[config.mk]
export PLATFORM = sky130hd
export DESIGN_NAME = pwm_dual
export DESIGN_NICKNAME = d
export VERILOG_FILES = /design/src/rtl/pwm_pkg.sv /design/src/rtl/pwm_edge_detect.sv /design/src/rtl/pwm_settings.sv /design/src/rtl/pwm_channel_core.sv /design/src/rtl/pwm_dual.sv
export SDC_FILE = /design/constraint.sdc
export NUM_CORES = 1
export LEC_CHECK = 0
export ABC_CLOCK_PERIOD_IN_PS = 2400
export BUFFER_PORTS_ARGS = -buffer_cell sky130_fd_sc_hd__buf_2
export CORE_MARGIN = 5
export CORE_UTILIZATION = 40
export DETAILED_ROUTE_END_ITERATION = 12
export PLACE_DENSITY = 0.6
export SLEW_MARGIN = 20
export SYNTH_ARGS = -nofsm -noshare
export SYNTH_HDL_FRONTEND = slang
export SYNTH_SLANG_ARGS = --single-unit
[constraint.sdc]
create_clock -name clk -period 2.4 [get_ports clk]
set_clock_uncertainty 0.15 [all_clocks]
set_input_delay 0.12 -clock clk [delete_from_list [all_inputs] [get_ports clk]]
set_output_delay 0.12 -clock clk [all_outputs]
set_load 0.02 [all_outputs]
[src/rtl/pwm_pkg.sv]
// Package: shared encodings for the dual PWM block.
// Assumes: the write select field is two bits wide.
package pwm_pkg;

    localparam int DEF_CNT_W = 16;

    // Field select codes of the register write port
    typedef enum logic [1:0] {
        SEL_PERIOD = 2'd0,
        SEL_DUTY   = 2'd1,
        SEL_POL    = 2'd2,
        SEL_NONE   = 2'd3
    } pwm_sel_e;

    // Channel run state
    typedef enum logic [1:0] {
        ST_IDLE  = 2'd0,
        ST_ARMED = 2'd1,
        ST_RUN   = 2'd2
    } pwm_state_e;

endpackage

[src/rtl/pwm_edge_detect.sv]
// Module: pwm_edge_detect
// Flags one cycle when the start input goes from low to high between two clocks.
// Assumes: the input is already synchronous to clk.
module pwm_edge_detect (
    input  logic clk,
    input  logic rst_n,
    input  logic sig_i,
    output logic rise_o
);

    logic sig_q;

    // Keep the previous sample of the start input
    always_ff @(posedge clk) begin
        if (!rst_n) sig_q <= 1'b0;
        else        sig_q <= sig_i;
    end

    // A rise is a high input whose last sample was low
    assign rise_o = sig_i & ~sig_q;

endmodule

[src/rtl/pwm_settings.sv]
// Module: pwm_settings
// Holds one channel's shadow and live settings. The shadow copy takes every
// write. The live copy follows it at once while the channel is not counting,
// and only at a cycle wrap while it is counting.
// Assumes: the wrap flag is high only while the channel is running.
module pwm_settings #(
    parameter int CNT_W = pwm_pkg::DEF_CNT_W
) (
    input  logic             clk,
    input  logic             rst_n,
    input  logic             wr_hit,
    input  logic [1:0]       wr_sel,
    input  logic [CNT_W-1:0] wr_data,
    input  logic             running,
    input  logic             wrap,
    output logic [CNT_W-1:0] period_o,
    output logic [CNT_W-1:0] duty_o,
    output logic             pol_o
);
    import pwm_pkg::*;

    logic [CNT_W-1:0] sh_period_q, sh_duty_q;
    logic             sh_pol_q;
    logic [CNT_W-1:0] sh_period_d, sh_duty_d;
    logic             sh_pol_d;
    logic [CNT_W-1:0] live_period_q, live_duty_q;
    logic             live_pol_q;
    logic             load_live;

    // Merge this cycle's write into the shadow copy
    always_comb begin
        sh_period_d = sh_period_q;
        sh_duty_d   = sh_duty_q;
        sh_pol_d    = sh_pol_q;
        if (wr_hit) begin
            case (pwm_sel_e'(wr_sel))
                SEL_PERIOD: sh_period_d = wr_data;
                SEL_DUTY:   sh_duty_d   = wr_data;
                SEL_POL:    sh_pol_d    = wr_data[0];
                default:    ;
            endcase
        end
    end

    // The live copy loads when stopped or at a cycle boundary
    assign load_live = !running || wrap;

    // Register the shadow and live copies
    always_ff @(posedge clk) begin
        if (!rst_n) begin
            sh_period_q   <= '0;
            sh_duty_q     <= '0;
            sh_pol_q      <= 1'b0;
            live_period_q <= '0;
            live_duty_q   <= '0;
            live_pol_q    <= 1'b0;
        end else begin
            sh_period_q <= sh_period_d;
            sh_duty_q   <= sh_duty_d;
            sh_pol_q    <= sh_pol_d;
            if (load_live) begin
                live_period_q <= sh_period_d;
                live_duty_q   <= sh_duty_d;
                live_pol_q    <= sh_pol_d;
            end
        end
    end

    assign period_o = live_period_q;
    assign duty_o   = live_duty_q;
    assign pol_o    = live_pol_q;

endmodule

[src/rtl/pwm_channel_core.sv]
// Module: pwm_channel_core
// Run-state machine, counter and output level for one channel.
// Assumes: the live settings change only while stopped or on a wrap.
module pwm_channel_core #(
    parameter int CNT_W = pwm_pkg::DEF_CNT_W
) (
    input  logic             clk,
    input  logic             rst_n,
    input  logic             tick,
    input  logic             run,
    input  logic             sync_mode,
    input  logic             start_rise,
    input  logic [CNT_W-1:0] period,
    input  logic [CNT_W-1:0] duty,
    input  logic             pol,
    output logic             running_o,
    output logic             armed_o,
    output logic             wrap_o,
    output logic             pwm_o
);
    import pwm_pkg::*;

    localparam logic [CNT_W-1:0] CNT_ONE = {{(CNT_W-1){1'b0}}, 1'b1};

    pwm_state_e       state_q;
    logic [CNT_W-1:0] cnt_q;
    logic             at_end;

    // End of the PWM cycle: the count has reached the period
    assign at_end = (cnt_q >= period);
    assign wrap_o = (state_q == ST_RUN) && run && tick && at_end;

    // Step the run state and the counter
    always_ff @(posedge clk) begin
        if (!rst_n) begin
            state_q <= ST_IDLE;
            cnt_q   <= '0;
        end else begin
            case (state_q)
                ST_IDLE: begin
                    cnt_q <= '0;
                    if (run) state_q <= sync_mode ? ST_ARMED : ST_RUN;
                end
                ST_ARMED: begin
                    cnt_q <= '0;
                    if (!run)           state_q <= ST_IDLE;
                    else if (start_rise) state_q <= ST_RUN;
                end
                ST_RUN: begin
                    if (!run) begin
                        state_q <= ST_IDLE;
                        cnt_q   <= '0;
                    end else if (tick) begin
                        cnt_q <= at_end ? '0 : cnt_q + CNT_ONE;
                    end
                end
                default: begin
                    state_q <= ST_IDLE;
                    cnt_q   <= '0;
                end
            endcase
        end
    end

    assign running_o = (state_q == ST_RUN);
    assign armed_o   = (state_q == ST_ARMED);

    // Active level while the count is under duty, inverted by polarity
    always_comb begin
        if (state_q == ST_RUN) pwm_o = (cnt_q < duty) ^ pol;
        else                   pwm_o = pol;
    end

endmodule

[src/rtl/pwm_dual.sv]
// Module: pwm_dual (top)
// Two PWM channels that share one register write port and one external
// start input. Each channel has its own clock enable, run and sync controls.
// Assumes: all inputs are synchronous to clk.
module pwm_dual #(
    parameter int NUM_CH = 2,
    parameter int CNT_W  = pwm_pkg::DEF_CNT_W,
    parameter int CH_W   = (NUM_CH > 1) ? $clog2(NUM_CH) : 1
) (
    input  logic              clk,
    input  logic              rst_n,
    input  logic              wr_en,
    input  logic [CH_W-1:0]   wr_ch,
    input  logic [1:0]        wr_sel,
    input  logic [CNT_W-1:0]  wr_data,
    input  logic [NUM_CH-1:0] ch_tick,
    input  logic [NUM_CH-1:0] ch_run,
    input  logic [NUM_CH-1:0] ch_sync,
    input  logic              ext_start,
    output logic [NUM_CH-1:0] pwm_out
);

    logic              ext_rise;
    logic [NUM_CH-1:0] chan_running;
    logic [NUM_CH-1:0] chan_armed;
    logic [NUM_CH-1:0] chan_wrap;

    pwm_edge_detect u_start_edge (
        .clk    (clk),
        .rst_n  (rst_n),
        .sig_i  (ext_start),
        .rise_o (ext_rise)
    );

    for (genvar g = 0; g < NUM_CH; g++) begin : g_ch
        logic [CNT_W-1:0] period_w, duty_w;
        logic             pol_w;
        logic             hit_w;

        // Decode the channel number of the write
        assign hit_w = wr_en && (wr_ch == CH_W'(g));

        pwm_settings #(.CNT_W(CNT_W)) u_settings (
            .clk      (clk),
            .rst_n    (rst_n),
            .wr_hit   (hit_w),
            .wr_sel   (wr_sel),
            .wr_data  (wr_data),
            .running  (chan_running[g]),
            .wrap     (chan_wrap[g]),
            .period_o (period_w),
            .duty_o   (duty_w),
            .pol_o    (pol_w)
        );

        pwm_channel_core #(.CNT_W(CNT_W)) u_core (
            .clk        (clk),
            .rst_n      (rst_n),
            .tick       (ch_tick[g]),
            .run        (ch_run[g]),
            .sync_mode  (ch_sync[g]),
            .start_rise (ext_rise),
            .period     (period_w),
            .duty       (duty_w),
            .pol        (pol_w),
            .running_o  (chan_running[g]),
            .armed_o    (chan_armed[g]),
            .wrap_o     (chan_wrap[g]),
            .pwm_o      (pwm_out[g])
        );
    end

endmodule

# ---- Yosys cells after proc, flatten, opt, wreduce, memory -nomap -nowiden
# Cells that the tools add are included.
dict set report classes {
  add_sub_neg 2
  order_cmp 4
  n_eq_ne 12
  muxes 27
  bitwise 5
  n_reduce_logical 19
}
# op n
set op_table {}
lappend op_table {{$mux W16} 10}
lappend op_table {{$add A16 B1 Y16 const B} 2}
lappend op_table {{$ge A16 B16 Y1} 2}
lappend op_table {{$lt A16 B16 Y1} 2}
lappend op_table {{$mux W2} 9}
lappend op_table {{$pmux W2 S3} 2}
lappend op_table {{$reduce_and A3 Y1} 4}
lappend op_table {{$logic_and A1 B1 Y1} 8}
lappend op_table {{$ne A2 B2 Y1 const B} 4}
lappend op_table {{$eq A2 B1 Y1 const B} 3}
lappend op_table {{$eq A2 B2 Y1 const B} 3}
lappend op_table {{$logic_not A2 Y1} 3}
lappend op_table {{$mux W1} 6}
lappend op_table {{$ne A3 B3 Y1 const B} 2}
lappend op_table {{$logic_not A1 Y1} 2}
lappend op_table {{$logic_or A1 B1 Y1} 2}
lappend op_table {{$not A1 Y1} 2}
lappend op_table {{$xor A1 B1 Y1} 2}
lappend op_table {{$and A1 B1 Y1} 1}
dict set report totals {
  register_bits 169
  out_inout_bits 2
  word_cells 86
}

# ---- Logic depth before layout (Yosys ltp)
dict set report depth {
  ltp_word 5
  mapped_depth 9
}

# ---- Hierarchy
# From an unflattened synthesis, not the netlist that was laid out.
dict set report hier_totals {
  hier_cells 923
  area_unflattened_um2 8189.1
}
# mod instances cells_each area_per_inst_um2 seq_area_each_um2
set by_module_without_submodules {}
lappend by_module_without_submodules {pwm_settings 2 256 2348.5 1321.3}
lappend by_module_without_submodules {pwm_channel_core 2 203 1717.9 360.3}
lappend by_module_without_submodules {pwm_edge_detect 1 3 40.0 20.0}
lappend by_module_without_submodules {pwm_dual 1 2 16.3 0.0}

# ---- Worst setup path before layout
# OpenSTA, ideal clock, no wires.
dict set report synth_timing {
  kind {register to register}
  from {register g_ch[1].u_core.cnt_q[0]}
  to {register g_ch[1].u_settings.live_period_q[0]}
  setup_time_ns 0.117
  t_arrival_ns 2.263
  path_slack_ns -0.130
  stages_incl_launch_ff 10
  n_path_buf 2
  path_cell_list {dfxtp_1 > inv_1 > ha_1 > nand2b_1 > a2111o_1 > and3_1 > or4_1 > buf_2 > buf_6 > a32o_1}
}
dict set report synth_via {
  elab_chain_cells 3
}
# element line
set synth_rtl {}
lappend synth_rtl {{start, declared} pwm_channel_core.sv:26} ;# logic [CNT_W-1:0] cnt_q;
lappend synth_rtl {{start signal, assigned} pwm_channel_core.sv:54} ;# cnt_q <= at_end ? '0 : cnt_q + CNT_ONE;
lappend synth_rtl {{$ge A16 B16 Y1} pwm_channel_core.sv:30} ;# assign at_end = (cnt_q >= period);
lappend synth_rtl {{$logic_and A1 B1 Y1} pwm_channel_core.sv:31} ;# assign wrap_o = (state_q == ST_RUN) && run && tick && at_end;
lappend synth_rtl {{$logic_or A1 B1 Y1} pwm_settings.sv:46} ;# assign load_live = !running || wrap;
lappend synth_rtl {{end signal, assigned} pwm_settings.sv:62} ;# live_period_q <= sh_period_d;
lappend synth_rtl {{end, declared} pwm_settings.sv:26} ;# logic [CNT_W-1:0] live_period_q, live_duty_q;
# No other way between the ends.
# A chain may end at the register's enable or synchronous reset.

# ---- Worst setup path in the final report
dict set report layout_timing {
  from {register g_ch[0].u_settings.live_period_q[13]}
  to {register g_ch[0].u_settings.live_period_q[12]}
}
dict set report layout_via {
  elab_chain_cells 3
}
# element line
set layout_rtl {}
lappend layout_rtl {{start, declared} pwm_settings.sv:26}
lappend layout_rtl {{start signal, assigned} pwm_settings.sv:62}
lappend layout_rtl {{$ge A16 B16 Y1} pwm_channel_core.sv:30}
lappend layout_rtl {{$logic_and A1 B1 Y1} pwm_channel_core.sv:31}
lappend layout_rtl {{$logic_or A1 B1 Y1} pwm_settings.sv:46}
# No other way between the ends.

==> summary.txt <==
Status
  – Status: finished, violations left
  – Violated checks: negative setup slack

Detailed routing
  – ANT nets after route: 0
  – Avg WL per Cell: 17.1 um
  – Initial drt markers: 480
  – DRC viols: 0
  – Vias/cell: 5.35
  – Final WL: 22.8 mm
  – DR pass1 iterations: 5
  – Total number of vias: 7,141

Power and ir drop
  – Max rail drop VDD: 0.489 mV
  – Pleak: 3.82 nW
  – Pwr Density: 600 nW/um2
  – Power, Total: 6.24 mW

Timing
  – Worst slew pin tran: 0.592 ns
  – Final hold viol count: 0
  – Worst Setup Slack, final: -0.196 ns
  – Crit path time final: 2.60 ns
  – Fmax: 0.385 GHz
  – Relative slew slack: 60.5%
  – Endpoints failing setup: 68
  – Fin crit share: 108%
  – RSZ-0062 raised after global routing: yes
  – Max-slew violation count: 0
  – TNS Setup: -8.19 ns

Cells and area
  – Syn-to-layout area delta: 27.8%
  – Ant diodes: 0
  – Fillcell total: 1,842
  – Multi-input gate area in the final layout: 4590 um2
  – Most common cell after layout, fill and taps aside: nand2_1
  – # nets final: 1,145
  – Commonest cells after routing, fill and taps aside: nand2_1, dfxtp_1, a21oi_1
  – Area taken by flip-flops and latches: 3410 um2
  – Final core occ: 51.6%
  – Share of layout cells above drive strength 1: 20.9%

Min path
  – Hold Path Class: input port to flip-flop
  – Hold EP: g_ch[1].u_settings.sh_pol_q$_SDFF_PN0_
  – Hold Path Origin: wr_sel[1]
  – Worst hold path stage count: 4

Floorplan
  – Die Wd: 153 um
  – Site Rows: 52
  – Die extent in y: 153 um
  – # IOs: 31
  – Die area: 23,300 um2
  – Initial Util: 40.4%
  – CORE AREA: 20,200 um2

Yosys
  – Count of flip-flops with a built-in enable after synthesis: 0
  – Synth cell types: 52
  – Post-Synth XOR/XNOR Area: 3.44%
  – Async set-reset flop share out of synthesis: 0%
  – Largest family of logic cells by synthesized area: simple AND/OR/NAND/NOR gates
  – Synth Area in Compound Gates: 18.3%
  – Sequential element share of the synthesized area: 41.5%
  – Adder-Cell Fraction of Synth Area: 9.82%
  – Post-Synth Simple-Gate Area: 19.4%
  – Post-Syn Area: 8150 um2
  – Cells after Synth: 953
  – Multiplexer share of the synthesized area: 0.246%
  – Synth Flop Type: dfxtp_1
  – Syn_nets: 1,046
  – Synth warn: 0
  – Mean Syn Cell Area: 8.55 um2
  – Yosys reg bits: 169

Setup path
  – Worst path max stage delay: 0.48 ns
  – Worst r2r src: g_ch[0].u_settings.period_o[13]$_SDFFE_PN0P_
  – Slowest CP cell: or4_4
  – Worst EP required: 2.55 ns
  – Startpoint class of the critical path: flip-flop
  – Critical Path AT: 2.74 ns
  – Reg2Reg Depth: 8
  – Critical Path End Type: flip-flop
  – R2r setup slk: -0.20 ns
  – Critical path peak fanout: 16
  – Ordered list of cells on the worst path: inv_2 > ha_4 > nand4_4 > or3_4 > or4_4 > a31oi_4 > clkbuf_16 > o32ai_1
  – WS Path Type: flip-flop to flip-flop
  – Reg2Reg Capture Point: g_ch[0].u_settings.period_o[12]$_SDFFE_PN0P_

Clock tree
  – CTS max path bufs: 2
  – CTS tree: built
  – Clk slew on worst S/H paths: 0.06 ns
  – Clk root buf: clkbuf_16
  – Worst skew pair latency: 0.43 ns
  – CTS buffer count: 17
  – H-tree depth: 4
  – Clk sinks: 169

GRT
  – Overflow after GRT: 0
  – First-pass GRT wire length: 35.0 mm
  – Gr usage total: 18.3%
  – Number of global-route vias before repair: 6,657
  – Largest net degree at the start of global routing: 51
  – Initial antenna violation count: 0

Place
  – Routability congestion estimate: 0.812
  – IO Port Bufs: 30
  – DP Wirelength: 14.9 mm

Run
  – Max cap viols: 0
-- cells in the mapped netlist, types with 2 or more instances --
cell type / instances / share of area (%)
a2111oi_0: 5 / 0.54
a211o_1: 3 / 0.32
a211oi_1: 21 / 1.9
a21o_1: 4 / 0.37
a21oi_1: 87 / 5.3
a31oi_1: 3 / 0.23
a31oi_4: 2 / 0.52
a32o_1: 33 / 4.1
and2_1: 2 / 0.15
and3_1: 7 / 0.54
buf_1: 4 / 0.18
buf_2: 5 / 0.31
buf_4: 2 / 0.18
buf_6: 10 / 1.4
clkbuf_1: 38 / 1.7
dfxtp_1: 169 / 42
ha_1: 64 / 9.8
inv_1: 74 / 3.4
mux2i_1: 2 / 0.25
nand2_1: 194 / 8.9
nand2b_1: 8 / 0.61
nand3_1: 16 / 0.98
nand4_1: 18 / 1.4
nand4b_1: 3 / 0.32
nor2_1: 39 / 1.8
nor2b_1: 19 / 1.5
nor3_1: 22 / 1.4
nor4_1: 3 / 0.23
nor4bb_1: 2 / 0.25
o211ai_1: 2 / 0.18
o21a_1: 3 / 0.28
o21ai_0: 7 / 0.43
o32ai_1: 33 / 3.5
xnor2_1: 13 / 1.4
xor2_1: 19 / 2.0
-- worst max-delay path by stage --
stage / start / endpoint / cells after the start
after floorplan: g_ch[1].u_core.cnt_q[0]$_SDFFE_PN0P_ / g_ch[1].u_settings.period_o[0]$_SDFFE_PN0P_ / 9
after global placement: g_ch[1].u_settings.period_o[7]$_SDFFE_PN0P_ / g_ch[1].u_settings.duty_o[7]$_SDFFE_PN0P_ / 8
after detailed placement: g_ch[1].u_settings.period_o[7]$_SDFFE_PN0P_ / g_ch[1].u_settings.duty_o[3]$_SDFFE_PN0P_ / 8
after CTS: g_ch[0].u_core.cnt_q[0]$_SDFFE_PN0P_ / pwm_out[0] / 7
after global routing: g_ch[0].u_settings.period_o[15]$_SDFFE_PN0P_ / g_ch[0].u_settings.period_o[2]$_SDFFE_PN0P_ / 8
final: g_ch[0].u_settings.period_o[13]$_SDFFE_PN0P_ / g_ch[0].u_settings.period_o[12]$_SDFFE_PN0P_ / 8
-- layer usage --
metal	GRT usage, %	vias up	share of wire, %
met3	3.44	30	6.6
met2	27.4	182	43
li1	-	3547	-
met4	5.43	0	1.7
met5	0	-	0
met1	26.9	3382	48
-- critical path, delay by kind of cell (launching register included) --
family	cells	cell delay, ns
AO/OA/AOI/OAI	2	0.44
AND/OR/NAND/NOR	3	0.97
buffers and inverters	2	0.31
adder cells (fa/ha/maj)	1	0.27
flip-flops	1	0.32
-- logic make-up after synthesis --
| kind of cell | count (synthesis) |
|---|---|
| buffers and inverters | 133 |
| multiplexers | 2 |
| flip-flops | 169 |
| AO/OA/AOI/OAI | 208 |
| adder cells (fa/ha/maj) | 64 |
| XOR/XNOR | 32 |
| AND/OR/NAND/NOR | 345 |
-- repair_timing --
item                                   CTS  global route
setup buffers                            2             8
pin swaps                               15            53
endpoints found under the hold margin   86             0
gates cloned                             0             6
setup endpoints to repair               68            83
hold buffers                            29             0
gates resized for setup                 46            39
-- area by class of cell --
cell class	instances	area share (%)
Tap cell	270	3.24
Multi-Input combinational cell	652	44.1
Timing Repair Buffer	138	11.6
Sequential cell	169	32.8
Clock inverter	11	1.17
Inverter	74	2.67
Clock buffer	21	4.52
-- power breakdown --
part / switching (mW) / total (mW) / internal (mW)
Clock: 1.15 / 2.76 / 1.61
Combinational: 0.355 / 0.610 / 0.255
Sequential: 0.0198 / 2.88 / 2.86
-- registers in the layout, indices dropped and copies added, names as in the netlist --
signal,cells
g_ch.u_core.cnt_q,32
g_ch.u_settings.duty_o,32
g_ch.u_settings.period_o,32
g_ch.u_settings.sh_duty_q,32
g_ch.u_settings.sh_period_q,32
g_ch.u_core.state_q,4
g_ch.u_settings.pol_o,2
g_ch.u_settings.sh_pol_q,2
u_start_edge.sig_q,1
-- per-stage QoR --
step / hold slack, ns / area [um2] / cells / setup WS, ns
final: 0.0396 / 10400 / 1335 / -0.196
after global routing: 0.0866 / 10400 / 1335 / -0.235
after CTS: 0.0219 / 10000 / 1321 / -0.0816
after detailed placement: 0.205 / 8900 / 1258 / -0.0702
after global placement: 0.189 / 8900 / 1258 / -0.0377
after floorplan: 0.0917 / 8170 / 953 / -0.0828
No activity file was read; power rests on OpenSTA's default activity.
